<file path="src/rtl/dinit_pkg.sv">
package dinit_pkg;

  typedef enum logic [2:0] {
    ST_RST_HOLD,
    ST_STABLE,
    ST_ISSUE,
    ST_GAP,
    ST_ZQ_WAIT,
    ST_READY,
    ST_FAULT
  } seq_st_t;

  localparam int unsigned SLOT_N = 5;
  localparam int unsigned SLOT_W = 3;

  // Mode-register load order; the last slot is the calibration command
  function automatic logic [2:0] slot_bank(input logic [SLOT_W-1:0] slot);
    logic [2:0] b;
    case (slot)
      3'd0:    b = 3'd2;
      3'd1:    b = 3'd3;
      3'd2:    b = 3'd1;
      default: b = 3'd0;
    endcase
    return b;
  endfunction

  function automatic int unsigned max_of(input int unsigned a, input int unsigned b);
    return (a > b) ? a : b;
  endfunction

endpackage

</file>
<file path="src/rtl/dinit_lat_map.sv">
module dinit_lat_map (
  input  logic [2:0] tck_code,
  input  logic       dll_off,
  output logic [4:0] cl,
  output logic [4:0] cwl,
  output logic [5:0] rl,
  output logic       ok
);
  always_comb begin
    ok  = 1'b1;
    cl  = 5'd6;
    cwl = 5'd6;
    if (!dll_off) begin
      case (tck_code)
        3'd0: begin cl = 5'd6;  cwl = 5'd5; end
        3'd1: begin cl = 5'd7;  cwl = 5'd6; end
        3'd2: begin cl = 5'd9;  cwl = 5'd7; end
        3'd3: begin cl = 5'd11; cwl = 5'd8; end
        default: ok = 1'b0;
      endcase
    end
    // slow-clock mode returns data one cycle earlier than the CAS setting
    rl = dll_off ? ({1'b0, cl} - 6'd1) : {1'b0, cl};
  end
endmodule

</file>
<file path="src/rtl/dinit_timer.sv">
module dinit_timer #(
  parameter int unsigned W = 8
) (
  input  logic         clk,
  input  logic         rst_n,
  input  logic         clear,
  output logic [W-1:0] cnt
);
  always_ff @(posedge clk or negedge rst_n) begin
    if (!rst_n)     cnt <= '0;
    else if (clear) cnt <= '0;
    else            cnt <= cnt + 1'b1;
  end
endmodule

</file>
<file path="src/rtl/dinit_mr_gen.sv">
module dinit_mr_gen
  import dinit_pkg::*;
#(
  parameter int unsigned ADDR_W = 14
) (
  input  logic [SLOT_W-1:0] slot,
  input  logic [4:0]        cl,
  input  logic [4:0]        cwl,
  input  logic              dll_off,
  output logic              zqcl,
  output logic [2:0]        ba,
  output logic [ADDR_W-1:0] addr
);
  logic [4:0] cl_fld;
  logic [4:0] cwl_fld;

  always_comb begin
    cl_fld  = cl - 5'd4;
    cwl_fld = cwl - 5'd5;
    addr    = '0;
    zqcl    = 1'b0;
    ba      = slot_bank(slot);
    case (slot)
      3'd0: addr[5:3] = cwl_fld[2:0];
      3'd2: begin
        addr[0] = dll_off;
        addr[2] = ~dll_off;
      end
      3'd3: begin
        addr[6:4] = cl_fld[2:0];
        addr[8]   = ~dll_off;
      end
      3'd4: begin
        zqcl     = 1'b1;
        addr[10] = 1'b1;
      end
      default: addr = '0;
    endcase
  end
endmodule

</file>
<file path="src/rtl/dram_init_seq.sv">
module dram_init_seq
  import dinit_pkg::*;
#(
  parameter int unsigned ADDR_W       = 14,
  parameter int unsigned RST_COLD_CYC = 160000,
  parameter int unsigned RST_WARM_CYC = 80,
  parameter int unsigned POST_RST_CYC = 400000,
  parameter int unsigned MOD_CYC      = 12,
  parameter int unsigned ZQ_CYC       = 512
) (
  input  logic              clk,
  input  logic              pwr_good,
  input  logic              reinit_req,
  input  logic [2:0]        tck_code,
  input  logic              dll_off,
  output logic              mem_rst_n,
  output logic              cmd_valid,
  input  logic              cmd_ready,
  output logic              cmd_zqcl,
  output logic [2:0]        cmd_ba,
  output logic [ADDR_W-1:0] cmd_addr,
  output logic              init_done,
  output logic              cfg_err,
  output logic [4:0]        cas_lat,
  output logic [4:0]        cas_wr_lat,
  output logic [5:0]        rd_lat
);
  localparam int unsigned MAX_WAIT = max_of(max_of(RST_COLD_CYC, RST_WARM_CYC),
                                            max_of(POST_RST_CYC, max_of(MOD_CYC, ZQ_CYC)));
  localparam int unsigned CNT_W = $clog2(MAX_WAIT + 1);

  seq_st_t           st_q, st_d;
  logic              cold_q;
  logic              rst_q;
  logic [SLOT_W-1:0] slot_q;
  logic              dll_q;
  logic [4:0]        cl_q, cwl_q;
  logic [5:0]        rl_q;
  logic [CNT_W-1:0]  cnt, last;
  logic              expire, clear;
  logic [4:0]        map_cl, map_cwl;
  logic [5:0]        map_rl;
  logic              map_ok;

  dinit_lat_map u_map (
    .tck_code (tck_code),
    .dll_off  (dll_off),
    .cl       (map_cl),
    .cwl      (map_cwl),
    .rl       (map_rl),
    .ok       (map_ok)
  );

  dinit_timer #(.W(CNT_W)) u_tmr (
    .clk   (clk),
    .rst_n (pwr_good),
    .clear (clear),
    .cnt   (cnt)
  );

  dinit_mr_gen #(.ADDR_W(ADDR_W)) u_mr (
    .slot    (slot_q),
    .cl      (cl_q),
    .cwl     (cwl_q),
    .dll_off (dll_q),
    .zqcl    (cmd_zqcl),
    .ba      (cmd_ba),
    .addr    (cmd_addr)
  );

  // one shared timer, its terminal count chosen by the current state
  always_comb begin
    case (st_q)
      ST_RST_HOLD: last = cold_q ? CNT_W'(RST_COLD_CYC - 1) : CNT_W'(RST_WARM_CYC - 1);
      ST_STABLE:   last = CNT_W'(POST_RST_CYC - 1);
      ST_GAP:      last = CNT_W'(MOD_CYC - 1);
      ST_ZQ_WAIT:  last = CNT_W'(ZQ_CYC - 1);
      default:     last = '0;
    endcase
  end

  assign expire = (cnt == last);

  always_comb begin
    st_d = st_q;
    if (reinit_req) begin
      st_d = ST_RST_HOLD;
    end else begin
      case (st_q)
        ST_RST_HOLD: if (expire) st_d = map_ok ? ST_STABLE : ST_FAULT;
        ST_STABLE:   if (expire) st_d = ST_ISSUE;
        ST_ISSUE:    if (cmd_ready)
                       st_d = (slot_q == SLOT_W'(SLOT_N - 1)) ? ST_ZQ_WAIT : ST_GAP;
        ST_GAP:      if (expire) st_d = ST_ISSUE;
        ST_ZQ_WAIT:  if (expire) st_d = ST_READY;
        default:     st_d = st_q;
      endcase
    end
  end

  assign clear = reinit_req || (st_d != st_q);

  always_ff @(posedge clk or negedge pwr_good) begin
    if (!pwr_good) begin
      st_q   <= ST_RST_HOLD;
      cold_q <= 1'b1;
      rst_q  <= 1'b0;
      slot_q <= '0;
      dll_q  <= 1'b0;
      cl_q   <= '0;
      cwl_q  <= '0;
      rl_q   <= '0;
    end else begin
      st_q  <= st_d;
      rst_q <= (st_d != ST_RST_HOLD);
      if (reinit_req) cold_q <= 1'b0;
      if (st_d == ST_RST_HOLD)
        slot_q <= '0;
      else if (st_q == ST_ISSUE && st_d == ST_GAP)
        slot_q <= slot_q + 1'b1;
      if (st_q == ST_RST_HOLD && st_d == ST_STABLE) begin
        dll_q <= dll_off;
        cl_q  <= map_cl;
        cwl_q <= map_cwl;
        rl_q  <= map_rl;
      end else if (st_d == ST_RST_HOLD || st_d == ST_FAULT) begin
        dll_q <= 1'b0;
        cl_q  <= '0;
        cwl_q <= '0;
        rl_q  <= '0;
      end
    end
  end

  assign mem_rst_n  = rst_q;
  assign cmd_valid  = (st_q == ST_ISSUE);
  assign init_done  = (st_q == ST_READY);
  assign cfg_err    = (st_q == ST_FAULT);
  assign cas_lat    = cl_q;
  assign cas_wr_lat = cwl_q;
  assign rd_lat     = rl_q;

endmodule

</file>
<file path="config.mk">
export PLATFORM = sky130hd
export DESIGN_NAME = dram_init_seq
export DESIGN_NICKNAME = d
export VERILOG_FILES = /design/src/rtl/dinit_pkg.sv /design/src/rtl/dinit_lat_map.sv /design/src/rtl/dinit_timer.sv /design/src/rtl/dinit_mr_gen.sv /design/src/rtl/dram_init_seq.sv
export SDC_FILE = /design/constraint.sdc
export NUM_CORES = 1
export LEC_CHECK = 0
export BUFFER_PORTS_ARGS = -buffer_cell sky130_fd_sc_hd__buf_2
export CORE_MARGIN = 2
export CORE_UTILIZATION = 61
export CTS_CLUSTER_DIAMETER = 60
export DETAILED_ROUTE_END_ITERATION = 6
export GPL_TIMING_DRIVEN = 0
export PLACE_DENSITY = 0.86
export SLEW_MARGIN = 10
export SYNTH_ARGS = -nofsm -noshare
export SYNTH_HDL_FRONTEND = slang
export SYNTH_SLANG_ARGS = --single-unit
</file>
<file path="constraint.sdc">
create_clock -name clk -period 6.1 [get_ports clk]
set_input_delay 0.61 -clock clk [delete_from_list [all_inputs] [get_ports clk]]
set_output_delay 0.61 -clock clk [all_outputs]
set_load 0.1 [all_outputs]
</file>
=== After elaboration in Yosys (flattened, before gate mapping) ===
Index checks and enable logic that the tools add are counted.
W data, S select, Z words.

* Bits in registers: 44
* Logic and storage cells: 81
* Output and inout port bits: 38
* Bits of input ports: 8

* Equality and inequality tests: 18
* Multiplexer cells: 35
* Reductions and logical operators: 13
* Bitwise logic cells: 1
* Add/subtract/negate cells: 5

{| class="wikitable"
|+ Operator list
! cell !! count
|-
| $pmux W19 S4 || 1
|-
| $mux W3 || 9
|-
| $mux W5 || 5
|-
| $pmux W4 S3 || 2
|-
| $eq A3 B2 Y1 const B || 7
|-
| $add A19 B1 Y19 const B || 1
|-
| $eq A19 B19 Y1 || 1
|-
| $mux W19 || 1
|-
| $mux W18 || 1
|-
| $mux W6 || 3
|-
| $eq A3 B3 Y1 const B || 5
|-
| $eq A3 B1 Y1 const B || 4
|-
| $logic_not A3 Y1 || 4
|-
| $pmux W3 S4 || 1
|-
| $mux W1 || 10
|-
| $pmux W2 S3 || 1
|-
| $sub A3 B3 Y3 const B || 2
|-
| $sub A5 B1 Y6 const B || 1
|-
| $pmux W2 S2 || 1
|-
| $reduce_bool A2 Y1 || 2
|-
| $reduce_or A4 Y1 || 1
|-
| $add A3 B1 Y3 const B || 1
|-
| $ne A3 B3 Y1 || 1
|-
| $reduce_bool A3 Y1 || 1
|-
| 4 further kinds || 6
|}

=== Depth between registers and ports, before layout ===
Gate-level depths: netlist (run 1).

* Word-level depth: 12
* Mapped depth: 11
* Depth with buffers taken out: 10

=== Hierarchy ===
Synthesis (run 1) repeated with hierarchy kept, for this count alone.

* Cell total of the unflattened synthesis: 325
* Area total of the unflattened synthesis: 2940.3 µm²

{| class="wikitable"
|+ By module, submodules not included
! module !! cells an instance !! instances !! area an instance (µm²) !! seq. area each (µm²)
|-
| dram_init_seq || 180 || 1 || 1651.6 || 626.9
|-
| dinit_timer || 92 || 1 || 939.7 || 475.5
|-
| dinit_mr_gen || 31 || 1 || 212.7 || 0.0
|-
| dinit_lat_map || 22 || 1 || 136.4 || 0.0
|}

=== Worst setup path after synthesis (run 1) ===
Ideal clock, no wire load.

* Path type: register -> output
* Start: reg cwl_q[0], in the netlist cas_wr_lat[0]
* End: out cmd_addr[5]
* Path buffers: 0
* Path slack: 1.902 ns
* Data required time: 5.490 ns
* Data arrival time: 3.588 ns
* Stages on the path, launching flop included: 5
* Cells stage by stage: dfrtp_1 -> inv_1 -> ha_1 -> xor2_1 -> o21ai_0

* Longest elaborated chain between the ends: 2

{| class="wikitable"
|+ RTL lines
! element !! RTL line !! text
|-
| start, declared || dram_init_seq.sv:37 || <nowiki>logic [4:0] cl_q, cwl_q;</nowiki>
|-
| start signal, assigned || dram_init_seq.sv:124 || <nowiki>cwl_q <= map_cwl;</nowiki>
|-
| $sub A3 B3 Y3 || dinit_mr_gen.sv:19 || <nowiki>cwl_fld = cwl - 5'd5;</nowiki>
|-
| $pmux W2 S2 || dinit_mr_gen.sv:23 || <nowiki>case (slot)</nowiki>
|-
| end, declared || dram_init_seq.sv:21 || <nowiki>output logic [ADDR_W-1:0] cmd_addr,</nowiki>
|}

No other way between the ends.

=== Worst setup path in the final report (run 1) ===
* Start: reg st_q[1]
* End: reg cl_q[1], in the netlist cas_lat[1]

* Longest elaborated chain between the ends: 9
* Elaborated cells on any way between the ends: 21

{| class="wikitable"
|+ RTL lines
! element !! RTL line !! text
|-
| start, declared || dram_init_seq.sv:32 || <nowiki>seq_st_t st_q, st_d;</nowiki>
|-
| start signal, assigned || dram_init_seq.sv:114 || <nowiki>st_q <= st_d;</nowiki>
|-
| $eq A3 B3 Y1, or another cell as far along || dram_init_seq.sv:73, dram_init_seq.sv:89 ||
|-
| $pmux W19 S4 || dram_init_seq.sv:73 || <nowiki>case (st_q)</nowiki>
|-
| $eq A19 B19 Y1 || dram_init_seq.sv:82 || <nowiki>assign expire = (cnt == last);</nowiki>
|-
| $mux W3, on equally long branches || n/a ||
|-
| $pmux W3 S4 * || dram_init_seq.sv:89 || <nowiki>case (st_q)</nowiki>
|-
| $mux W3 * || dram_init_seq.sv:86 || <nowiki>if (reinit_req) begin</nowiki>
|-
| named net st_d[1] || dram_init_seq.sv:32 ||
|-
| $eq A3 B1 Y1, or another cell as far along || dram_init_seq.sv:121 || <nowiki>if (st_q == ST_RST_HOLD && st_d == ST_STABLE) begin</nowiki>
|-
| $logic_and A1 B1 Y1 / $logic_or A1 B1 Y1 (equally long branches) || dram_init_seq.sv:121, dram_init_seq.sv:126 ||
|-
| $mux W5 / $reduce_bool A2 Y1 (equally long branches) || n/a ||
|-
| end signal, assigned || dram_init_seq.sv:123 || <nowiki>cl_q <= map_cl;</nowiki>
|-
| end, declared || dram_init_seq.sv:37 ||
|}

The timed path passes the listed nets; every way through them passes the cells marked *.
A chain may end at the register's enable or synchronous reset.

==> results of run 1 <==
## cell type report
| class | instances | area [um^2] | share of cell area, % |
|---|---|---|---|
| multi-input cells | 227 | 1400 | 46.3 |
| flip-flops and latches | 42 | 1050 | 34.8 |
| repair buffers | 35 | 175 | 5.80 |
| plain buffers | 22 | 163 | 5.39 |
| clock buffers | 7 | 86.3 | 2.86 |
| inverters | 20 | 75.1 | 2.49 |
| well taps | 52 | 65.1 | 2.15 |
| clock inverters | 1 | 5.00 | 0.166 |
## worst register-to-register path: cells and delay by family (launching register included)
kind / cells / cell delay, ns
buffers and inverters: 2 / 0.46
multiplexers: 1 / 0.38
flip-flops: 1 / 0.36
AND/OR/NAND/NOR: 3 / 0.68
AO/OA/AOI/OAI: 4 / 0.99
## synth_stat cells (3+ instances only)
master	count	share of area, %
sky130_fd_sc_hd__a31oi_1	7	1.6
sky130_fd_sc_hd__nor4_1	4	0.94
sky130_fd_sc_hd__and3_1	6	1.4
sky130_fd_sc_hd__nand2_1	18	2.5
sky130_fd_sc_hd__or4_1	3	0.85
sky130_fd_sc_hd__nand3_1	13	2.4
sky130_fd_sc_hd__buf_4	14	4.0
sky130_fd_sc_hd__nor3b_1	3	0.85
sky130_fd_sc_hd__a211oi_1	3	0.85
sky130_fd_sc_hd__mux2i_1	5	1.9
sky130_fd_sc_hd__xor2_1	9	3.0
sky130_fd_sc_hd__nor3_1	4	0.75
sky130_fd_sc_hd__nor2b_1	4	0.94
sky130_fd_sc_hd__o21ai_0	10	1.9
sky130_fd_sc_hd__nor2_1	47	6.6
sky130_fd_sc_hd__clkbuf_1	3	0.42
sky130_fd_sc_hd__nor2_2	5	1.2
sky130_fd_sc_hd__inv_1	19	2.7
sky130_fd_sc_hd__a21boi_0	3	0.85
sky130_fd_sc_hd__xnor2_1	12	4.0
sky130_fd_sc_hd__ha_1	7	3.3
sky130_fd_sc_hd__dfrtp_1	41	39
sky130_fd_sc_hd__o211ai_1	6	1.7
sky130_fd_sc_hd__or2_2	3	0.71
sky130_fd_sc_hd__a21oi_1	8	1.5
sky130_fd_sc_hd__buf_2	3	0.56
sky130_fd_sc_hd__nand4_1	5	1.2
sky130_fd_sc_hd__and2_1	5	1.2
## final timing paths
| kind | start | end | slack [ns] |
|---|---|---|---|
| max | st_q[1] | cas_lat[1] | 3.13 |
| min | pwr_good | u_tmr.cnt[3] | 0.44 |
| max reg2reg | st_q[1] | cas_lat[1] | 3.13 |
| min reg2reg | cold_q | cold_q | 0.52 |
| max in group asynchronous | pwr_good | slot_q[1] | 5.09 |
| min in group clk | cold_q | cold_q | 0.52 |
## cells by family after synthesis
group                    after synthesis  synth area share (%)
buffers and inverters                 42                  8.94
AO/OA/AOI/OAI                         49                  12.0
AND/OR/NAND/NOR                      135                  26.8
adder cells (fa/ha/maj)                7                  3.29
XOR/XNOR                              21                  6.92
multiplexers                           6                  2.40
other                                  1                 0.141
flip-flops                            42                  39.6
## sequential cells by signal (all words and copies together) (netlist names)
name	flops
cas_lat	4
cold_q	1
mem_rst_n	1
slot_q	3
u_tmr.cnt	19
rd_lat	6
cas_wr_lat	4
dll_q	1
st_q	3
## metrics by stage
stage	hold slack [ns]	instance area, um^2	power (mW)	setup WS [ns]	util [%]
global route	0.523	3020	0.536	2.93	70.8
finish	0.442	3020	0.522	3.13	70.8
floorplan	0.314	2690	0.328	1.90	-
detailed placement	0.509	2930	0.341	3.18	68.7
CTS	0.484	3020	0.522	3.17	70.8
global placement	0.508	2930	0.340	3.18	68.7
## layer usage
layer	routed length (um)	part of all wire (%)
met1	2470	44
met2	2710	49
met4	74	1.3
met3	305	5.5
met5	0	0
## power by group through the flow
stage / logic (mW) / clock network [mW] / registers, mW
2_1_floorplan: 0.0408 / 0 / 0.287
3_3_place_gp: 0.0518 / 0 / 0.288
3_5_place_dp: 0.0525 / 0 / 0.288
4_1_cts: 0.0525 / 0.187 / 0.283
5_1_grt: 0.0562 / 0.197 / 0.283
6_report: 0.0521 / 0.188 / 0.283
==> impl_results.rst, run 1 <==
.. list-table::
   :header-rows: 1

   * - Metric
     - Value
   * - Result of the run
     - finished, final reports clean
   * - Number of cells in the design after placement
     - 398
   * - Clock latency of the later-clocked register in the worst-skew pair
     - approximately 0.3 ns
   * - DRT Pass-1 Iters
     - 4
   * - Worst-path maximum fanout
     - 10
   * - Clock buffers created by TritonCTS
     - 5
   * - Switch Pwr
     - 0.139 mW
   * - Root Buffer Master
     - sky130_fd_sc_hd__clkbuf_8
   * - Die area
     - 0.00490 mm^2
   * - Placer's final routability congestion estimate
     - between 0.8 and 0.9
   * - Number of buffers between clock root and the deepest sink
     - 2
   * - Clock Pin Slew Worst Setup and Hold Paths
     - about 0.080 ns
   * - Maximum vdd drop
     - 0.130 mV
   * - Input/output buffers
     - 35
   * - Non-Filler Instances
     - about 410
   * - Core ar.
     - 0.00426 mm^2
   * - Relative slew slack
     - about two fifths
   * - Max Slew Vio Count
     - 0
   * - Largest net degree at the start of global routing
     - 43
   * - # setup viols final
     - 0
   * - Depth of the most critical reg-to-reg path
     - 10
   * - Part of the Yosys area used for sequential elements
     - 39.6%
   * - Most frequent cells in the layout
     - sky130_fd_sc_hd__nor2_1 (47), sky130_fd_sc_hd__dfrtp_1 (41), sky130_fd_sc_hd__buf_2 (38), sky130_fd_sc_hd__inv_1 (19), sky130_fd_sc_hd__nand2_1 (18)
   * - Design internal power
     - between 0.3 and 0.4 mW
   * - Overflow left after global routing
     - 0
   * - Met3 track utilization from global routing
     - under 10%
   * - Initial antenna violation count
     - 0
   * - Routed Antenna Nets
     - 0
   * - Worst Path Required
     - around 6.3 ns
   * - Kind of launch point of the worst setup path
     - register
   * - Areal power density over the cells
     - around 170 mW/mm^2
   * - Leading cell type in the layout, fill and taps excluded
     - sky130_fd_sc_hd__nor2_1
   * - Async S/R FF share, synth
     - 100%
   * - Tightest Pin Transition
     - 0.917 ns
   * - Area delta synth->final
     - 13.6%
   * - Hold bufs inserted after CTS
     - 0
   * - Synth warnings
     - 0
   * - Final critical path time including I/O delays and setup
     - between 2 and 3 ns
   * - Number of fillers in the final layout
     - 327
   * - Crit Path Class
     - reg2reg
   * - Global-route usage over all layers
     - 23.8%
   * - Fraction of power consumed by sequential logic
     - between 50 and 60%
   * - Final hold violations
     - 0
   * - CP max stage delay
     - about 0.43 ns
   * - Setup fix buffers added after clock tree synthesis
     - 0
   * - Busiest layer in global routing
     - met2
   * - Max H-tree Level
     - 2
   * - Number of synthesized flops with an enable pin
     - 0
   * - Series of cell instances along the critical path
     - buf_4 -> nor2_1 -> nand4b_1 -> a211oi_1 -> nand4_2 -> o22a_2 -> a21oi_2 -> mux2i_2 -> buf_2 -> o211ai_1
   * - Static leakage
     - roughly 1.4 nW
   * - Fin Setup TNS
     - 0 ns
   * - Number of cells on the critical path
     - 10
   * - Endpoint arrival time on the critical path
     - approximately 3.2 ns
   * - Vias per Instance
     - 5.55
   * - Type of the worst min-delay path
     - in2async
   * - Unrepaired setup endpoints after global routing
     - no
   * - Iteration-0 DRC count of the detailed router
     - 244
   * - Hpwl dp
     - approximately 4000 um
   * - Final Routed Wirelength
     - ~5600 um
   * - Synthesized cell area
     - around 0.0027 mm^2
   * - Cell class contributing the biggest share of worst-path delay
     - compound AO/OA/AOI/OAI gates
   * - Post-Route Skew
     - 0.00698 ns
   * - Post-route fraction of the period consumed by the critical path
     - between 40% and 50%
   * - Remaining design rule violation count
     - 0
   * - Width of the die
     - around 70 um
   * - Count of state elements after synthesis
     - 42
   * - Number of nets in the final layout
     - around 370
   * - Net Sw Frac
     - between 20% and 30%
   * - Number of clock sinks
     - between 40 and 50
   * - Buffering stage count on the worst path with inverters included
     - 2
   * - TritonCTS clock tree
     - done
   * - Met1 demand-to-capacity share in global routing
     - 30.2%
   * - Effective utilization at floorplan
     - between 60% and 70%
   * - Fraction of layout instances using a drive strength above 1
     - roughly 23%
   * - Max-cap viol count
     - 0
   * - Post-detailed-route wirelength per cell
     - around 14 um
   * - Overall die height
     - ~70 um
   * - Cells after Synth
     - 303
   * - Max Freq
     - 0.336 GHz
   * - First-pass GRT wire length
     - 9460 um
   * - Number of distinct library cells after synthesis
     - 56
   * - Vias after detailed routing
     - about 2300
   * - Worst-path cell with the longest stage delay
     - sky130_fd_sc_hd__a211oi_1
   * - Fraction of power consumed by the clock network
     - between 30 and 40%
   * - Critical Path Sink Type
     - register
   * - Number of gates given a new drive strength after cts
     - 0
   * - Number of global-route vias before repair
     - approximately 2100
   * - Main flop type after synthesis
     - sky130_fd_sc_hd__dfrtp_1
   * - Total number of placement rows
     - 24
   * - Inserted Diodes
     - 0
   * - Comb power frac
     - between 10% and 20%
   * - Met2 usage
     - between 30% and 40%
   * - Number of placed I/O pins
     - 46
   * - Avg Inst Size Synth
     - 8.77 um^2
(Power assumes the default switching activity.)
==> run 2: changes to the inputs <==
--- a/config.mk
+++ b/config.mk
@@ -5,13 +5,14 @@
 export SDC_FILE = /design/constraint.sdc
 export NUM_CORES = 1
 export LEC_CHECK = 0
+export ABC_AREA = 1
 export BUFFER_PORTS_ARGS = -buffer_cell sky130_fd_sc_hd__buf_2
 export CORE_MARGIN = 2
-export CORE_UTILIZATION = 61
+export CORE_UTILIZATION = 51
 export CTS_CLUSTER_DIAMETER = 60
 export DETAILED_ROUTE_END_ITERATION = 6
 export GPL_TIMING_DRIVEN = 0
-export PLACE_DENSITY = 0.86
+export PLACE_DENSITY = 0.76
 export SLEW_MARGIN = 10
 export SYNTH_ARGS = -nofsm -noshare
 export SYNTH_HDL_FRONTEND = slang
==> constraint.sdc (replaced) <==
create_clock -name clk -period 2.6 [get_ports clk]
set_input_delay 0.26 -clock clk [delete_from_list [all_inputs] [get_ports clk]]
set_output_delay 0.26 -clock clk [all_outputs]
set_load 0.1 [all_outputs]
==> run 2 against run 1 <==
  * Utilization decreased by 9.8 points
  * Area after synthesis rose by 7.2%
  * Combinational power is 140% higher
  * Synthesized cell count rose by 29%
  * Setup slack lost 3.0 ns
  * Clock power rose to 3.4 times the previous value
  * Worst hold slack worse by 0.35 ns
  * Critical path type unchanged
  * Largest cell class unchanged
  * Highest routed layer unchanged
==> impl_results.rst, run 2 <==
.. list-table::
   :header-rows: 1

   * - Metric
     - Value
   * - Maximum vdd drop
     - 0.265 mV (+100%)
   * - Adder and majority cell fraction of the synthesized area
     - 3.07% (-0.22 points)
   * - Kind of launch point of the worst setup path
     - register
   * - Overall die height
     - 78.7 um (+12%)
   * - Result of the run
     - finished, final reports clean
   * - Final setup slack of the worst path
     - 0.165 ns (-2.96 ns)
   * - Number of cells in the design after placement
     - 508 (+28%)
   * - Overflow left after global routing
     - 0 (unchanged)
   * - Iteration-0 DRC count of the detailed router
     - 155 (-36%)
   * - TritonCTS clock tree
     - done
   * - Max reg flops
     - 19 (unchanged)
   * - Post-Route Skew
     - 0.00737 ns (+0.000389 ns)
   * - Leading cell type in the layout, fill and taps excluded
     - sky130_fd_sc_hd__nand2_1
   * - Core ar.
     - 0.00544 mm^2 (+28%)
   * - Number of distinct library cells after synthesis
     - 29 (-48%)
   * - Most frequently used cell type in the post-synthesis netlist
     - sky130_fd_sc_hd__nand2_1
   * - Non-Filler Instances
     - 516 (+27%)
   * - Vias after detailed routing
     - 2528 (+12%)
   * - Hpwl dp
     - 4690 um (+17%)
   * - Register containing the most flip-flops in the final layout
     - u_tmr.cnt
   * - Global-route usage over all layers
     - 22.2% (-1.6 points)
   * - Effective utilization at floorplan
     - 52.4% (-10 points)
   * - Fin Setup TNS
     - 0 ns (unchanged)
   * - Max H-tree Level
     - 2 (unchanged)
   * - Number of fillers in the final layout
     - 484 (+48%)
   * - Post-detailed-route wirelength per cell
     - 12.4 um (-9.2%)
   * - Number of nets in the final layout
     - 458 (+24%)
   * - Post-route fraction of the period consumed by the critical path
     - 93.7% (+45 points)
   * - Synth warnings
     - 0 (unchanged)
   * - Remaining design rule violation count
     - 0 (unchanged)
   * - Largest family of logic cells by synthesized area
     - simple AND/OR/NAND/NOR gates
   * - Series of cell instances along the critical path
     - inv_2 -> nand2_1 -> nand2_2 -> nand3_1 -> nand2_1 -> inv_1 -> nor2_2 -> nand3_1 -> nand2_1 -> nand3_2 -> nand3_4 -> nand4_2 -> buf_2 -> nand4_1 -> nand2_1
   * - First-pass GRT wire length
     - 10800 um (+14%)
   * - Tightest Pin Transition
     - 0.950 ns (+0.0321 ns)
   * - Unrepaired setup endpoints after global routing
     - yes
   * - Fraction of layout instances using a drive strength above 1
     - 20.9% (-1.9 points)
   * - Inserted Diodes
     - 0 (unchanged)
   * - Crit Path Class
     - reg2reg
   * - Commonest cells in the synthesized netlist
     - sky130_fd_sc_hd__nand2_1 (98), sky130_fd_sc_hd__nor2_1 (62), sky130_fd_sc_hd__inv_1 (48), sky130_fd_sc_hd__dfrtp_1 (41), sky130_fd_sc_hd__nand3_1 (31)
   * - Cell types occupying the most area after synthesis
     - sky130_fd_sc_hd__dfrtp_1 (36%), sky130_fd_sc_hd__nand2_1 (13%), sky130_fd_sc_hd__nor2_1 (8.2%), sky130_fd_sc_hd__inv_1 (6.3%), sky130_fd_sc_hd__xor2_1 (5.5%)
   * - Design area
     - 0.00332 mm^2 (+9.9%)
   * - Final critical path time including I/O delays and setup
     - 2.43 ns (-0.537 ns)
   * - Sequential cell area in the final layout
     - 0.00105 mm^2 (+0.12%)
   * - Largest area contributor in the netlist
     - sky130_fd_sc_hd__dfrtp_1
   * - Number of clock sinks
     - 42 (unchanged)
   * - Cell class contributing the biggest share of worst-path delay
     - simple AND/OR/NAND/NOR gates
   * - Total number of placement rows
     - 27 (+13%)
   * - Avg Inst Size Synth
     - 7.27 um^2 (-17%)
   * - Cells after Synth
     - 392 (+29%)
   * - Vias per Instance
     - 4.90 (-12%)
   * - Initial antenna violation count
     - 0 (unchanged)
   * - Final hold violations
     - 0 (unchanged)
   * - Die area
     - 0.00620 mm^2 (+26%)
   * - Max-cap viol count
     - 0 (unchanged)
   * - Largest net degree at the start of global routing
     - 43 (unchanged)
   * - Synthesized cell area
     - 0.00285 mm^2 (+7.2%)
   * - Main flop type after synthesis
     - sky130_fd_sc_hd__dfrtp_1
   * - Type of the worst min-delay path
     - in2async
   * - Buffering stage count on the worst path with inverters included
     - 3 (+1)
   * - Clock latency of the later-clocked register in the worst-skew pair
     - 0.30 ns (about the same)
   * - Root Buffer Master
     - sky130_fd_sc_hd__clkbuf_8
   * - Part of the Yosys area used for sequential elements
     - 36.9% (-2.6 points)
   * - Worst setup timing slack at the placement stage
     - 0.212 ns (-2.97 ns)
   * - Placer's final routability congestion estimate
     - 0.889 (+0.38%)
   * - Areal power density over the cells
     - 427 mW/mm^2 (+150%)
   * - Number of synthesized flops with an enable pin
     - 0 (unchanged)
   * - Setup fix buffers added after clock tree synthesis
     - 0 (unchanged)
   * - Compound-gate portion of the synthesized area
     - 2.59% (-9.4 points)
   * - Most frequent cells in the layout
     - sky130_fd_sc_hd__nand2_1 (98), sky130_fd_sc_hd__nor2_1 (57), sky130_fd_sc_hd__inv_1 (48), sky130_fd_sc_hd__dfrtp_1 (40), sky130_fd_sc_hd__buf_2 (38)
   * - Count of state elements after synthesis
     - 42 (unchanged)
   * - Area delta synth->final
     - 16.5%
   * - Endpoint arrival time on the critical path
     - 2.63 ns (-0.52 ns)
   * - Most common cell on crit path
     - sky130_fd_sc_hd__nand2_1
   * - Total power after layout
     - 1.42 mW (+170%)
   * - CP max stage delay
     - 0.47 ns (+0.04 ns)
   * - Basic-gate share of the synthesized area counting and, or, nand and nor cells
     - 38.5% (+12 points)
   * - DRT Pass-1 Iters
     - 5 (+1)
   * - Routed Antenna Nets
     - 0 (unchanged)
   * - Async S/R FF share, synth
     - 100% (unchanged)
   * - Static leakage
     - 1.79 nW (+29%)
   * - Fraction of synthesized cell area in xor and xnor cells
     - 6.76% (-0.15 points)
   * - Number of placed I/O pins
     - 46 (unchanged)
   * - Number of buffers between clock root and the deepest sink
     - 2 (unchanged)
   * - Input/output buffers
     - 36 (+2.9%)
   * - Worst Path Required
     - 2.79 ns (-3.49 ns)
   * - Relative slew slack
     - 36.7% (-2.1 points)
   * - Placed instance area
     - 0.00316 mm^2 (+7.9%)
   * - Clock buffers created by TritonCTS
     - 5 (unchanged)
   * - Critical Path Sink Type
     - register
   * - Final Routed Wirelength
     - 6420 um (+15%)
   * - Max Freq
     - 0.411 GHz (+22%)
   * - Area used by multi-input combinational logic
     - 0.00152 mm^2 (+8.3%)
   * - Post-synthesis mux area share
     - 0% (-2.4 points)
   * - Worst-path cell with the longest stage delay
     - sky130_fd_sc_hd__dfrtp_2
   * - Width of the die
     - 78.7 um (+12%)
   * - Max Slew Vio Count
     - 0 (unchanged)
   * - Number of global-route vias before repair
     - 2371 (+11%)
   * - Area fraction of the dominant cell type after synthesis
     - 36.0% (-2.6 points)
   * - # setup viols final
     - 0 (unchanged)
   * - Worst-path maximum fanout
     - 10 (unchanged)
   * - Clock Pin Slew Worst Setup and Hold Paths
     - 0.08 ns (about the same)
## run 2: layout make-up
| class | instances | area share [%] |
|---|---|---|
| inverter | 53 | 6.15 |
| clock inverter | 3 | 2.07 |
| timing repair buffer | 36 | 5.43 |
| buffer | 18 | 4.15 |
| tap | 72 | 2.71 |
| sequential | 42 | 31.7 |
| multi-input combinational | 287 | 45.7 |
| clock buffer | 5 | 2.07 |
## run 2: path summary, 6_finish.rpt
| check | startpoint | cells past startpoint | slack, ns | endpoint |
|---|---|---|---|---|
| min reg2reg | rd_lat[5] | 2 | 0.49 | rd_lat[5] |
| max reg2reg | st_q[0] | 15 | 0.17 | dll_q |
| min | pwr_good | 1 | 0.09 | u_tmr.cnt[0] |
| max in group asynchronous | pwr_good | 1 | 1.86 | st_q[0] |
| max | st_q[0] | 15 | 0.17 | dll_q |
| min in group clk | reinit_req | 2 | 0.15 | cold_q |
## run 2: repair_timing
item	in CTS	in global routing
hold endpoints to repair	0	0
endpoints found under the setup margin	0	23
gates resized for setup	0	6
hold buffers	0	0
## run 2: cells by family (layout without fill, tap and decap cells)
kind of cell | after synthesis | in the layout
xor gates and xnor gates | 22 | 22
other | 1 | 9
buffers and inverters | 71 | 115
AOI/OAI and AO/OA | 14 | 14
adders and majority gates | 7 | 7
DFF | 42 | 42
and+or+nand+nor | 235 | 235
## run 2: stage by stage
step	hold slack [ns]	utilization (%)
final	0.0881	61.0
after global routing	0.143	61.0
after CTS	0.131	60.6
after detailed placement	0.462	58.1
after global placement	0.454	58.1
after floorplan	-0.0356	-
## run 2: per-layer routing
layer  part of all wire (%)  vias to the layer above  wire length, um  global-route usage (%)
met2                     48                       70             3080                    37.7
met4                    1.6                        0              102                    8.42
met5                      0                        -                0                       0
met3                    4.7                       11              301                    4.43
met1                     46                     1140             2940                    28.0
li1                       -                     1307                -                       -
## run 2: power breakdown
| group | internal (mW) | switching (mW) | total (mW) |
|---|---|---|---|
| logic | 0.0267 | 0.0966 | 0.123 |
| clock network | 0.385 | 0.248 | 0.633 |
| registers | 0.656 | 0.00487 | 0.661 |
| total | 1.07 | 0.350 | 1.42 |
==> run 3: changes to the inputs <==
--- a/config.mk
+++ b/config.mk
@@ -12,7 +12,8 @@
 export CTS_CLUSTER_DIAMETER = 60
 export DETAILED_ROUTE_END_ITERATION = 6
 export GPL_TIMING_DRIVEN = 0
-export PLACE_DENSITY = 0.76
+export PLACE_DENSITY = 0.79
+export REMOVE_ABC_BUFFERS = 1
 export SLEW_MARGIN = 10
 export SYNTH_ARGS = -nofsm -noshare
 export SYNTH_HDL_FRONTEND = slang
==> run 3 against run 2 <==
  * Utilization decreased by 2.3 points
  * Wire length increased by 0.31%
  * Worst hold slack improved by 0.0034 ns
  * Largest cell class unchanged
==> impl_results.rst, run 3 (synthesis gave the netlist of run 2 again) <==
.. list-table::
   :header-rows: 1

   * - Metric
     - Value
   * - Inserted Diodes
     - 0 (unchanged)
   * - Net Sw Frac
     - 26.7% (+2.1 points)
   * - Most frequent cells in the layout
     - sky130_fd_sc_hd__nand2_1 (96), sky130_fd_sc_hd__nor2_1 (61), sky130_fd_sc_hd__inv_1 (48), sky130_fd_sc_hd__dfrtp_1 (39), sky130_fd_sc_hd__buf_2 (36)
   * - Buffering stage count on the worst path with inverters included
     - 2 (-1)
   * - Hold_ws
     - 0.0915 ns (+0.00344 ns)
   * - DRT Pass-1 Iters
     - 4 (-1)
   * - Static leakage
     - 1.70 nW (-5.1%)
   * - Most common cell on crit path
     - sky130_fd_sc_hd__nand2_1
   * - Hpwl dp
     - 4650 um (-0.64%)
   * - Fraction of power consumed by sequential logic
     - 50.7% (+4.1 points)
   * - Kind of launch point of the worst setup path
     - register
   * - Design area
     - 0.00319 mm^2 (-3.7%)
   * - Max-cap viol count
     - 0 (unchanged)
   * - Post-detailed-route wirelength per cell
     - 12.9 um (+3.3%)
   * - Critical Path Sink Type
     - register
   * - Fraction of power consumed by the clock network
     - 41.0% (-3.7 points)
   * - Area used by multi-input combinational logic
     - 0.00153 mm^2 (+1.2%)
   * - Clock latency of the later-clocked register in the worst-skew pair
     - 0.30 ns (about the same)
   * - Root Buffer Master
     - sky130_fd_sc_hd__clkbuf_8
   * - Unrepaired setup endpoints after global routing
     - no
   * - Total power after layout
     - 1.31 mW (-7.8%)
   * - Maximum vdd drop
     - 0.277 mV (+4.7%)
   * - Iteration-0 DRC count of the detailed router
     - 143 (-7.7%)
   * - Busiest layer in global routing
     - met2
   * - Switch Pwr
     - 0.350 mW (about the same)
   * - Post-Route Skew
     - 0.00942 ns (+0.00205 ns)
   * - Placed instance area
     - 0.00301 mm^2 (-4.7%)
   * - Final Routed Wirelength
     - 6440 um (+0.31%)
   * - Area delta synth->final
     - 12.1%
   * - Number of fillers in the final layout
     - 500 (+3.3%)
   * - Tightest Pin Transition
     - 0.929 ns (-0.0207 ns)
   * - Initial antenna violation count
     - 0 (unchanged)
   * - Post-route fraction of the period consumed by the critical path
     - 90.6% (-3.0 points)
   * - Relative slew slack
     - 38.1% (+1.4 points)
   * - Result of the run
     - finished, final reports clean
   * - Number of nets in the final layout
     - 443 (-3.3%)
   * - Core ar.
     - 0.00544 mm^2 (unchanged)
   * - Number of global-route vias before repair
     - 2509 (+5.8%)
   * - Fraction of layout instances using a drive strength above 1
     - 17.7% (-3.2 points)
   * - Largest net degree at the start of global routing
     - 43 (unchanged)
   * - Worst setup timing slack at the placement stage
     - 0.0844 ns (-0.127 ns)
   * - Number of placed I/O pins
     - 46 (unchanged)
   * - Endpoint arrival time on the critical path
     - 2.61 ns (-0.02 ns)
   * - Overall die height
     - 78.7 um (unchanged)
   * - Max Freq
     - 0.424 GHz (+3.3%)
   * - CP max stage delay
     - 0.49 ns (+0.02 ns)
   * - Die area
     - 0.00620 mm^2 (unchanged)
   * - Areal power density over the cells
     - 409 mW/mm^2 (-4.3%)
   * - Crit Path Class
     - reg2reg
   * - # setup viols final
     - 0 (unchanged)
   * - Remaining design rule violation count
     - 0 (unchanged)
   * - Met2 usage
     - 38.3% (+0.60 points)
   * - Placer's final routability congestion estimate
     - 0.905 (+1.7%)
   * - Routed Antenna Nets
     - 0 (unchanged)
   * - Clock Pin Slew Worst Setup and Hold Paths
     - 0.09 ns (about the same)
   * - Design internal power
     - 0.957 mW (-10%)
   * - Width of the die
     - 78.7 um (unchanged)
   * - Register containing the most flip-flops in the final layout
     - u_tmr.cnt
   * - Total number of placement rows
     - 27 (unchanged)
   * - Vias after detailed routing
     - 2577 (+1.9%)
   * - Series of cell instances along the critical path
     - nor2_2 -> nand2_2 -> nand2_1 -> nand2_1 -> nand2_1 -> nand2_1 -> nor2_2 -> nand3_1 -> nand3_2 -> nand3_4 -> inv_4 -> nand3_4 -> inv_4 -> o21ai_0 -> nand2_1
   * - Vias per Instance
     - 5.14 (+5.0%)
   * - Final setup slack of the worst path
     - 0.243 ns (+0.0782 ns)
   * - Cell class contributing the biggest share of worst-path delay
     - simple AND/OR/NAND/NOR gates
   * - Leading cell type in the layout, fill and taps excluded
     - sky130_fd_sc_hd__nand2_1
   * - Type of the worst min-delay path
     - in2async
   * - Hold bufs inserted after CTS
     - 0 (unchanged)
   * - First-pass GRT wire length
     - 11000 um (+1.4%)
   * - Global-route usage over all layers
     - 22.2% (about the same)
   * - Worst-path maximum fanout
     - 15 (+5)
   * - Sequential cell area in the final layout
     - 0.00105 mm^2 (+0.12%)
   * - Comb power frac
     - 8.2% (-0.5 points)
   * - Max H-tree Level
     - 2 (unchanged)
   * - Number of clock sinks
     - 42 (unchanged)
   * - Clock buffers created by TritonCTS
     - 5 (unchanged)
   * - Input/output buffers
     - 36 (unchanged)
   * - Worst-path cell with the longest stage delay
     - sky130_fd_sc_hd__dfrtp_1
   * - Max reg flops
     - 19 (unchanged)
   * - Overflow left after global routing
     - 0 (unchanged)
   * - Final critical path time including I/O delays and setup
     - 2.36 ns (-0.0782 ns)
   * - Number of buffers between clock root and the deepest sink
     - 2 (unchanged)
   * - TritonCTS clock tree
     - done
   * - Met1 demand-to-capacity share in global routing
     - 27.4% (-0.60 points)
   * - Effective utilization at floorplan
     - 52.4% (unchanged)
   * - Met3 track utilization from global routing
     - 3.75% (-0.68 points)
   * - Final hold violations
     - 0 (unchanged)
   * - Max Slew Vio Count
     - 0 (unchanged)
   * - Worst Path Required
     - 2.85 ns (+0.06 ns)
run 3: changes by cell type in the layout (fill, tap and decap cells not counted), moves of 2 or more:
| cell | delta |
|---|---|
| sky130_fd_sc_hd__buf_4 | -12 |
| sky130_fd_sc_hd__nor2_1 | +4 |
| sky130_fd_sc_hd__nand2_1 | -2 |
| sky130_fd_sc_hd__nand2_2 | +2 |
| sky130_fd_sc_hd__nor2_2 | -4 |
| sky130_fd_sc_hd__clkinvlp_4 | +2 |
| sky130_fd_sc_hd__buf_2 | -2 |
| sky130_fd_sc_hd__o21ai_2 | -2 |
| sky130_fd_sc_hd__buf_6 | -2 |
run 3: power groups by stage:
stage / clock [mW] / sequential (mW) / combinational, mW
floorplan: 0 / 0.675 / 0.0806
global placement: 0 / 0.675 / 0.106
detailed placement: 0 / 0.676 / 0.108
CTS: 0.538 / 0.662 / 0.108
global route: 0.567 / 0.663 / 0.117
finish: 0.536 / 0.663 / 0.108
run 3: timing repair:
item | CTS | global route
endpoints found under the setup margin | 0 | 38
resized for setup | 0 | 11
buffers inserted | 0 | 2
run 3: per-stage QoR:
step,std cells,utilization (%),TNS (ns)
floorplan,382,-,-13.94
global placement,490,55.4,0
detailed placement,490,55.4,0
CTS,498,57.5,0
global route,501,58.7,0
finish,501,58.7,0
run 3: metal layers:
layer  share of wire [%]  up-vias
li1                    -     1282
met1                  44     1216
met2                  50       65
met3                 3.6       14
met4                 1.9        0
met5                   0        -
run 3: layout make-up:
| cell class | instances | area share (%) |
|---|---|---|
| clock inverter | 3 | 1.41 |
| multi-input combinational | 288 | 48.0 |
| clock buffer | 5 | 2.15 |
| sequential | 42 | 33.0 |
| tap | 72 | 2.82 |
| timing repair buffer | 38 | 6.11 |
| inverter | 53 | 6.46 |
run 3: final timing paths:
check                      depth (start not counted)  slack (ns)        from            to
hold / removal                                     1        0.09    pwr_good  u_tmr.cnt[3]
hold reg to reg                                    2        0.50   rd_lat[4]     rd_lat[4]
setup / recovery                                  15        0.24     st_q[1]     rd_lat[0]
max in group asynchronous                          1        1.87    pwr_good       st_q[0]
min in group clk                                   2        0.15  reinit_req        cold_q
setup reg to reg                                  15        0.24     st_q[1]     rd_lat[0]
